`src/rtl/bcs_pkg.sv`:
```
package bcs_pkg;

    typedef enum logic [3:0] {
        ST_IDLE,
        ST_ALE_HI,
        ST_ALE_LO,
        ST_R_XEN,
        ST_R_RD,
        ST_R_CAP,
        ST_R_CAPREL,
        ST_R_RDREL,
        ST_W_DIR,
        ST_W_STROBE,
        ST_W_HOLD
    } seq_state_e;

    typedef struct packed {
        logic ale;
        logic rd_n;
        logic wr_n;
        logic dir;
        logic xen_n;
        logic cap_n;
    } strobe_t;

    localparam strobe_t STROBE_IDLE = 6'b011011;

    typedef struct packed {
        seq_state_e state;
        logic       is_wr;
        logic       busy;
        logic       done;
        strobe_t    strb;
    } seq_regs_t;

    // Bus levels driven in each sequencer state.
    function automatic strobe_t strobe_of(seq_state_e s);
        strobe_t v;
        v = STROBE_IDLE;
        case (s)
            ST_ALE_HI:   v.ale = 1'b1;
            ST_R_XEN:    v.xen_n = 1'b0;
            ST_R_RD:     begin v.xen_n = 1'b0; v.rd_n = 1'b0; end
            ST_R_CAP:    begin v.xen_n = 1'b0; v.rd_n = 1'b0; v.cap_n = 1'b0; end
            ST_R_CAPREL: begin v.xen_n = 1'b0; v.rd_n = 1'b0; end
            ST_R_RDREL:  v.xen_n = 1'b0;
            ST_W_DIR:    v.dir = 1'b1;
            ST_W_STROBE: begin v.dir = 1'b1; v.wr_n = 1'b0; end
            ST_W_HOLD:   v.dir = 1'b1;
            default:     v = STROBE_IDLE;
        endcase
        return v;
    endfunction

endpackage

```
`src/rtl/bcs_step_timer.sv`:
```
module bcs_step_timer #(
    parameter int CNT_W = 8
) (
    input  logic             clk_i,
    input  logic             rst_ni,
    input  logic             load_i,
    input  logic [CNT_W-1:0] load_val_i,
    output logic             expire_o
);
    logic [CNT_W-1:0] cnt_d, cnt_q;

    // Loading N gives exactly N cycles before expiry is seen.
    always_comb begin
        cnt_d = cnt_q;
        if (load_i) begin
            cnt_d = load_val_i - CNT_W'(1);
        end else if (cnt_q != '0) begin
            cnt_d = cnt_q - CNT_W'(1);
        end
    end

    always_ff @(posedge clk_i or negedge rst_ni) begin
        if (!rst_ni) cnt_q <= '0;
        else         cnt_q <= cnt_d;
    end

    assign expire_o = (cnt_q == '0);
endmodule

```
`src/rtl/bcs_step_order.sv`:
```
module bcs_step_order
    import bcs_pkg::*;
(
    input  seq_state_e state_i,
    input  logic       is_wr_i,
    output seq_state_e succ_o,
    output logic       long_step_o
);
    always_comb begin
        succ_o = ST_IDLE;
        case (state_i)
            ST_ALE_HI:   succ_o = ST_ALE_LO;
            ST_ALE_LO:   succ_o = is_wr_i ? ST_W_DIR : ST_R_XEN;
            ST_R_XEN:    succ_o = ST_R_RD;
            ST_R_RD:     succ_o = ST_R_CAP;
            ST_R_CAP:    succ_o = ST_R_CAPREL;
            ST_R_CAPREL: succ_o = ST_R_RDREL;
            ST_R_RDREL:  succ_o = ST_IDLE;
            ST_W_DIR:    succ_o = ST_W_STROBE;
            ST_W_STROBE: succ_o = ST_W_HOLD;
            ST_W_HOLD:   succ_o = ST_IDLE;
            default:     succ_o = ST_IDLE;
        endcase
    end

    // The write-strobe step uses the long interval.
    assign long_step_o = (succ_o == ST_W_STROBE);
endmodule

```
`src/rtl/bus_cycle_seq.sv`:
```
module bus_cycle_seq
    import bcs_pkg::*;
#(
    parameter int SETUP_CYC  = 4,
    parameter int WR_LOW_CYC = 250000
) (
    input  logic clk_i,
    input  logic rst_ni,
    input  logic start_i,
    input  logic write_i,
    output logic busy_o,
    output logic done_o,
    output logic ale_o,
    output logic rd_n_o,
    output logic wr_n_o,
    output logic dir_o,
    output logic xcvr_en_n_o,
    output logic cap_n_o
);
    localparam int MAX_CYC = (WR_LOW_CYC > SETUP_CYC) ? WR_LOW_CYC : SETUP_CYC;
    localparam int CNT_W   = $clog2(MAX_CYC + 1);
    localparam logic [CNT_W-1:0] SETUP_V = CNT_W'(SETUP_CYC);
    localparam logic [CNT_W-1:0] WRLOW_V = CNT_W'(WR_LOW_CYC);

    seq_regs_t        r_d, r_q;
    seq_state_e       succ;
    logic             long_step;
    logic             expire;
    logic             load;
    logic [CNT_W-1:0] load_val;

    bcs_step_order u_order (
        .state_i     (r_q.state),
        .is_wr_i     (r_q.is_wr),
        .succ_o      (succ),
        .long_step_o (long_step)
    );

    bcs_step_timer #(.CNT_W(CNT_W)) u_timer (
        .clk_i      (clk_i),
        .rst_ni     (rst_ni),
        .load_i     (load),
        .load_val_i (load_val),
        .expire_o   (expire)
    );

    always_comb begin
        r_d      = r_q;
        r_d.done = 1'b0;
        load     = 1'b0;
        load_val = SETUP_V;
        if (r_q.state == ST_IDLE) begin
            if (start_i) begin
                r_d.state = ST_ALE_HI;
                r_d.is_wr = write_i;
                load      = 1'b1;
            end
        end else if (expire) begin
            r_d.state = succ;
            if (succ == ST_IDLE) begin
                r_d.done = 1'b1;
            end else begin
                load     = 1'b1;
                load_val = long_step ? WRLOW_V : SETUP_V;
            end
        end
        r_d.busy = (r_d.state != ST_IDLE);
        r_d.strb = strobe_of(r_d.state);
    end

    always_ff @(posedge clk_i or negedge rst_ni) begin
        if (!rst_ni) begin
            r_q.state <= ST_IDLE;
            r_q.is_wr <= 1'b0;
            r_q.busy  <= 1'b0;
            r_q.done  <= 1'b0;
            r_q.strb  <= STROBE_IDLE;
        end else begin
            r_q <= r_d;
        end
    end

    assign busy_o      = r_q.busy;
    assign done_o      = r_q.done;
    assign ale_o       = r_q.strb.ale;
    assign rd_n_o      = r_q.strb.rd_n;
    assign wr_n_o      = r_q.strb.wr_n;
    assign dir_o       = r_q.strb.dir;
    assign xcvr_en_n_o = r_q.strb.xen_n;
    assign cap_n_o     = r_q.strb.cap_n;
endmodule

```
`config.mk`:
```
export PLATFORM = sky130hd
export DESIGN_NAME = bus_cycle_seq
export DESIGN_NICKNAME = d
export VERILOG_FILES = /design/src/rtl/bcs_pkg.sv /design/src/rtl/bcs_step_timer.sv /design/src/rtl/bcs_step_order.sv /design/src/rtl/bus_cycle_seq.sv
export SDC_FILE = /design/constraint.sdc
export NUM_CORES = 1
export LEC_CHECK = 0
export BUFFER_PORTS_ARGS = -buffer_cell sky130_fd_sc_hd__buf_2
export CELL_PAD_IN_SITES_DETAIL_PLACEMENT = 2
export CELL_PAD_IN_SITES_GLOBAL_PLACEMENT = 2
export CORE_MARGIN = 4
export CORE_UTILIZATION = 41
export DETAILED_ROUTE_END_ITERATION = 10
export PLACE_DENSITY_LB_ADDON = 0.1
export SYNTH_ARGS = -nofsm -noshare
export SYNTH_HDL_FRONTEND = slang
export SYNTH_SLANG_ARGS = --single-unit
```
`constraint.sdc`:
```
create_clock -name clk_i -period 9.6 [get_ports clk_i]
set_input_delay 0.96 -clock clk_i [delete_from_list [all_inputs] [get_ports clk_i]]
set_output_delay 0.96 -clock clk_i [all_outputs]
set_load 0.05 [all_outputs]
```
* After elaboration in Yosys (flattened, before gate mapping)
Index checks and enable logic that the tools add are counted.
** Word-level totals
- Register bits :: 31
- Latch bits :: 0
- Memory bits (writable) :: 0
- ROM bits :: 0
- Input port bits :: 4
- Output and inout bits :: 8
- Logic and storage cells :: 65
- Memories kept :: 0
** Cells by class
- $add $sub $neg :: 2
- $mul :: 0
- Div/mod/pow operators :: 0
- $lt $le $gt $ge :: 0
- Equality and inequality tests :: 18
- Shifts and indexed selects :: 0
- Mux-type cells :: 24
- Bitwise gates (word level) :: 0
- Reduce and logical (&&, ||, !) cells :: 10
** Operators by type and width (number)
- 2-to-1 mux 18 bit :: 6
- subtractor 18 x 1 -> 18 bit, second input constant :: 2
- one-hot mux 4 bit (8 select lines) :: 1
- == test 4 x 3 -> 1 bit, second input constant :: 7
- == test 4 bit, second input constant :: 6
- logical NOT 18 bit :: 1
- nonzero test 18 bit :: 1
- 2-to-1 mux 1 bit :: 13
- == test 4 x 2 -> 1 bit, second input constant :: 3
- 2-to-1 mux 4 bit :: 3
- == test 4 x 1 -> 1 bit, second input constant :: 2
- logical NOT 4 bit :: 2
- OR reduction 3 bit :: 2
- 2-to-1 mux 5 bit :: 1
- OR reduction 5 bit :: 1
- nonzero test 4 bit :: 1
- AND reduction 2 bit :: 1
- nonzero test 2 bit :: 1

* Logic depth before layout (Yosys ltp)
- Depth after elaboration :: 9
- Mapped depth :: 12
- Gate-level depth less buffers :: 10

* By module
From an unflattened synthesis, not the netlist that was laid out.
** Unflattened totals
- Cells, all modules :: 218
- Area total of the unflattened synthesis :: 2040.7 um^2
** By module, submodules not included
- bcs_step_timer :: instances 1, cells each 147, area an instance 1328.8 um^2, sequential area each 450.4 um^2
- bus_cycle_seq :: instances 1, cells each 56, area an instance 614.3 um^2, sequential area each 330.3 um^2
- bcs_step_order :: instances 1, cells each 15, area an instance 97.6 um^2, sequential area each 0.0 um^2

* Least setup slack after synthesis
OpenSTA, ideal clock, no wires.
- Kind :: flip-flop to flip-flop
- From :: reg u_timer.cnt_q[4]
- To :: reg u_timer.cnt_q[6]
- Setup time :: 77 ps
- Data arrival time :: 3509 ps
- Data required time :: 9523 ps
- Setup slack :: 6014 ps
- Cell stages (with the launch flop) :: 12
- Buffers on the path :: 2
- Period minus slack after synthesis :: 3586 ps
- Path through :: dfrtp_1 -> or4_1 -> buf_2 -> nor4_1 -> buf_2 -> a31oi_1 -> nand2_1 -> ha_1 -> or3b_2 -> a311o_1 -> or4_1 -> a21oi_1
** Between the ends
- Cells in the longest elaborated chain, start to end :: 5
- Elaborated cells on any way between the ends :: 11
- Those cells by class :: add/sub (2); mux (6); reduce/logical (3)
** RTL lines
- start: declaration :: line bcs_step_timer.sv:10 : logic [CNT_W-1:0] cnt_d, cnt_q;
- start signal: assignment :: line bcs_step_timer.sv:24 : else cnt_q <= cnt_d;
- logical NOT 18 bit :: line bcs_step_timer.sv:27 : assign expire_o = (cnt_q == '0);
- 2-to-1 mux 18 bit :: line bus_cycle_seq.sv:58 : end else if (expire) begin
- 2-to-1 mux 18 bit :: line bus_cycle_seq.sv:52 : if (r_q.state == ST_IDLE) begin
- subtractor 18 x 1 -> 18 bit :: line bcs_step_timer.sv:16 : cnt_d = load_val_i - CNT_W'(1);
- 2-to-1 mux 18 bit :: line bcs_step_timer.sv:15 : if (load_i) begin
Several ways; a longest one is shown, not always the timed one. The select of a mux whose other input is x is not followed.
A chain may end at the register's enable or synchronous reset.

* Worst setup path in the final report
- From :: reg u_timer.cnt_q[5]
- To :: reg u_timer.cnt_q[16]
The elaborated chain is that of the path after synthesis.

==> flow_summary.json <==
{
  "grt_usage_pct": 20.30,
  "relSlewSlack_pct": 46.17,
  "cts_tree": "built",
  "ioPinCount": 12,
  "synth_cells": 170,
  "dieArea_um2": 5160,
  "min_path_type": "register to register",
  "antenna_found_initial": 0,
  "synth_compound_area_share_pct": 24.79,
  "synth_seq_area_share_pct": 46.74,
  "powerDensity_nw_per_um2": 294.8,
  "cts_buffers": 5,
  "ys_ff_latch": 31,
  "synth_simple_gate_area_share_pct": 21.27,
  "grt_pass1_vias": 1567,
  "finish.utilization_pct": 48.42,
  "arrival_ns": 4.22,
  "cts-root-buf": "clkbuf_8",
  "hold_viol_final": 0,
  "synthAdderAreaFrac_pct": 0.7491,
  "cts_resized": 0,
  "drv_slew": 0,
  "synth_top_family_by_area": "compound AO/OA/AOI/OAI gates",
  "worst_slack_ns": 5.588,
  "core-area_um2": 3799,
  "cts.sinks": 31,
  "wl_mm": 4.723,
  "clock.fmax_ghz": 0.2493,
  "cp_max_fo": 11,
  "outcome": "finished, final reports clean",
  "yosys.area_share.xor_xnor_pct": 2.622,
  "power_switching_uw": 230.6,
  "die_w_um": 71.83,
  "setup_tns_ns": 0,
  "synth.largest_area_cell": "dfrtp_1",
  "yosys-mux-area-fraction_pct": 0,
  "leakage_uw": 0.0007394,
  "yosysWarnings": 0,
  "drc": 0,
  "post-route-cell-area_um2": 1839,
  "die_h_um": 71.83,
  "overflow": 0,
  "initial_utilization_pct": 43.97,
  "routabilityCongestion": 0.8236,
  "clk_latency_ns": 0.29,
  "drtAntennaViolNets": 0,
  "synth_edf_count": 0,
  "synth_area_um2": 1670,
  "finClkSkew_ns": 0.01283,
  "yosys-top-cells-count": "27 x dfrtp_1, 17 x nand2_1, 10 x o21ai_0",
  "worstPathRequired_ns": 9.80,
  "rows": 22,
  "cap_violations": 0,
  "max-vdd-ir-drop_uv": 126.4,
  "synthArstFlopShare_pct": 100.0,
  "synth.most_common_cell": "dfrtp_1",
  "cts_hold_buf": 0,
  "synth_area_leaders": "dfrtp_1 40%, dfstp_2 6.3%, nand2_1 3.8%, o21ai_0 3.0%, or4_1 2.7%",
  "ys.flop_type": "dfrtp_1",
  "layout_min_cycle_time_ns": 4.012,
  "area_delta_synth_final_pct": 10.11,
  "nets": 184,
  "switching_share_pct": 42.53,
  "grt_pass1_wl_mm": 8.107,
  "clockPowerShare_pct": 19.6,
  "internal_power_uw": 311.6,
  "drt-vias-per-instance": 6.474,
  "place_area_um2": 1748,
  "clock_path_buffers": 2,
  "avgRoutedWirePerCell_um": 20.71,
  "path_class": "register to register",
  "htree_levels": 2,
  "setup_viol": 0,
  "period_share_pct": 41.79,
  "vias": 1476,
  "pre_cts_ws_ns": 5.640,
  "tightest_slew_ns": 0.8074,
  "port_buffers": 11,
  "dp_hpwl_mm": 3.365,
  "syn_avg_cell_area_um2": 9.826,
  "p_comb_share_pct": 37.4,
  "cp-start-kind": "register",
  "postCtsSetupBuffers": 0,
  "clk_pin_slew_ns": 0.07,
  "p_seq_share_pct": 43.0,
  "yosysTopAreaCellShare_pct": 40.45,
  "syn_nets": 175,
  "rsz0062_at_grt": "no",
  "grt_max_degree": 32,
  "layout-drive-gt1-share_pct": 19.44,
  "ys_types": 53,
  "antenna_cells": 0,
  "cp-end-kind": "register",
  "drt_iter0_markers": 70,
  "power.total_uw": 542.2,
  "drt_first_pass_iters": 4
}
final cells by class:
| class | instances | area, um2 |
|---|---|---|
| fill | 412 | 1959 |
| clock inverter | 1 | 5.005 |
| inverter | 3 | 11.26 |
| timing repair buffer | 13 | 70.07 |
| tap | 48 | 60.06 |
| multi-input combinational | 125 | 825.8 |
| sequential | 31 | 780.7 |
| clock buffer | 7 | 86.33 |
registers in the layout, summed over array words and instances, names as in the netlist:
name	count
cap_n_o	1
wr_n_o	1
done_o	1
ale_o	1
dir_o	1
busy_o	1
xcvr_en_n_o	1
u_timer.cnt_q	18
r_q	5
rd_n_o	1
layout by cell type, fill, tap and decap left out, drive strengths merged, types with 5 or more instances in the layout:
cell / synthesis / layout
dfrtp: 27 / 27
nand2: 17 / 17
buf: 4 / 13
o21ai: 11 / 11
nor2: 8 / 8
or3: 7 / 7
a21oi: 7 / 7
nor4: 7 / 7
or4: 7 / 7
clkbuf: 7 / 7
o31ai: 5 / 5
power groups by stage:
stage	combinational, uW	clock [uW]	sequential, uW
floorplan	151	0	223
global placement	189	0	228
detailed placement	202	0	233
CTS	204	109	233
global route	227	117	241
finish	203	106	233
metrics by stage:
step	cells	hold slack, ns
6_report	228	0.5369
3_5_place_dp	220	0.5247
3_3_place_gp	220	0.4960
5_1_grt	228	0.5815
4_1_cts	228	0.5419
2_1_floorplan	170	0.4614
routing by layer:
| metal | track usage, % | up-vias | routed length (um) |
|---|---|---|---|
| met5 | 0 | - | 0 |
| met4 | 5.010 | 0 | 37 |
| met3 | 3.787 | 5 | 143 |
| met2 | 34.39 | 32 | 2337 |
| met1 | 26.71 | 760 | 2205 |
| li1 | - | 679 | - |
worst max-delay path: stages, from the launching register on:
cell and delay [ns]:
dfrtp_1 0.43, or4_1 0.69, nor4_1 0.35, buf_4 0.24, a31oi_1 0.25, nand2_1 0.20, ha_1 0.25, or3b_2 0.52
nor4_1 0.54, nand2_1 0.14, xor2_1 0.16, o21ai_0 0.15
worst paths after layout:
path | start | to | slack, ns | cells past startpoint
min in group asynchronous | rst_ni | u_timer.cnt_q[9] | 0.71 | 1
worst min register to register | u_timer.cnt_q[11] | u_timer.cnt_q[11] | 0.54 | 1
worst max register to register | u_timer.cnt_q[5] | u_timer.cnt_q[16] | 5.59 | 11
max in group asynchronous | rst_ni | r_q[8] | 8.44 | 1
worst max-delay path | u_timer.cnt_q[5] | u_timer.cnt_q[16] | 5.59 | 11
worst min-delay path | u_timer.cnt_q[11] | u_timer.cnt_q[11] | 0.54 | 1
cell families (layout without fill, tap and decap cells):
family,Yosys count,count (layout)
AO/OA/AOI/OAI,56,56
adder cells (fa/ha/maj),1,1
AND/OR/NAND/NOR,63,63
buffers and inverters,14,24
XOR/XNOR,5,5
flip-flops,31,31
(Power assumes the default switching activity.)
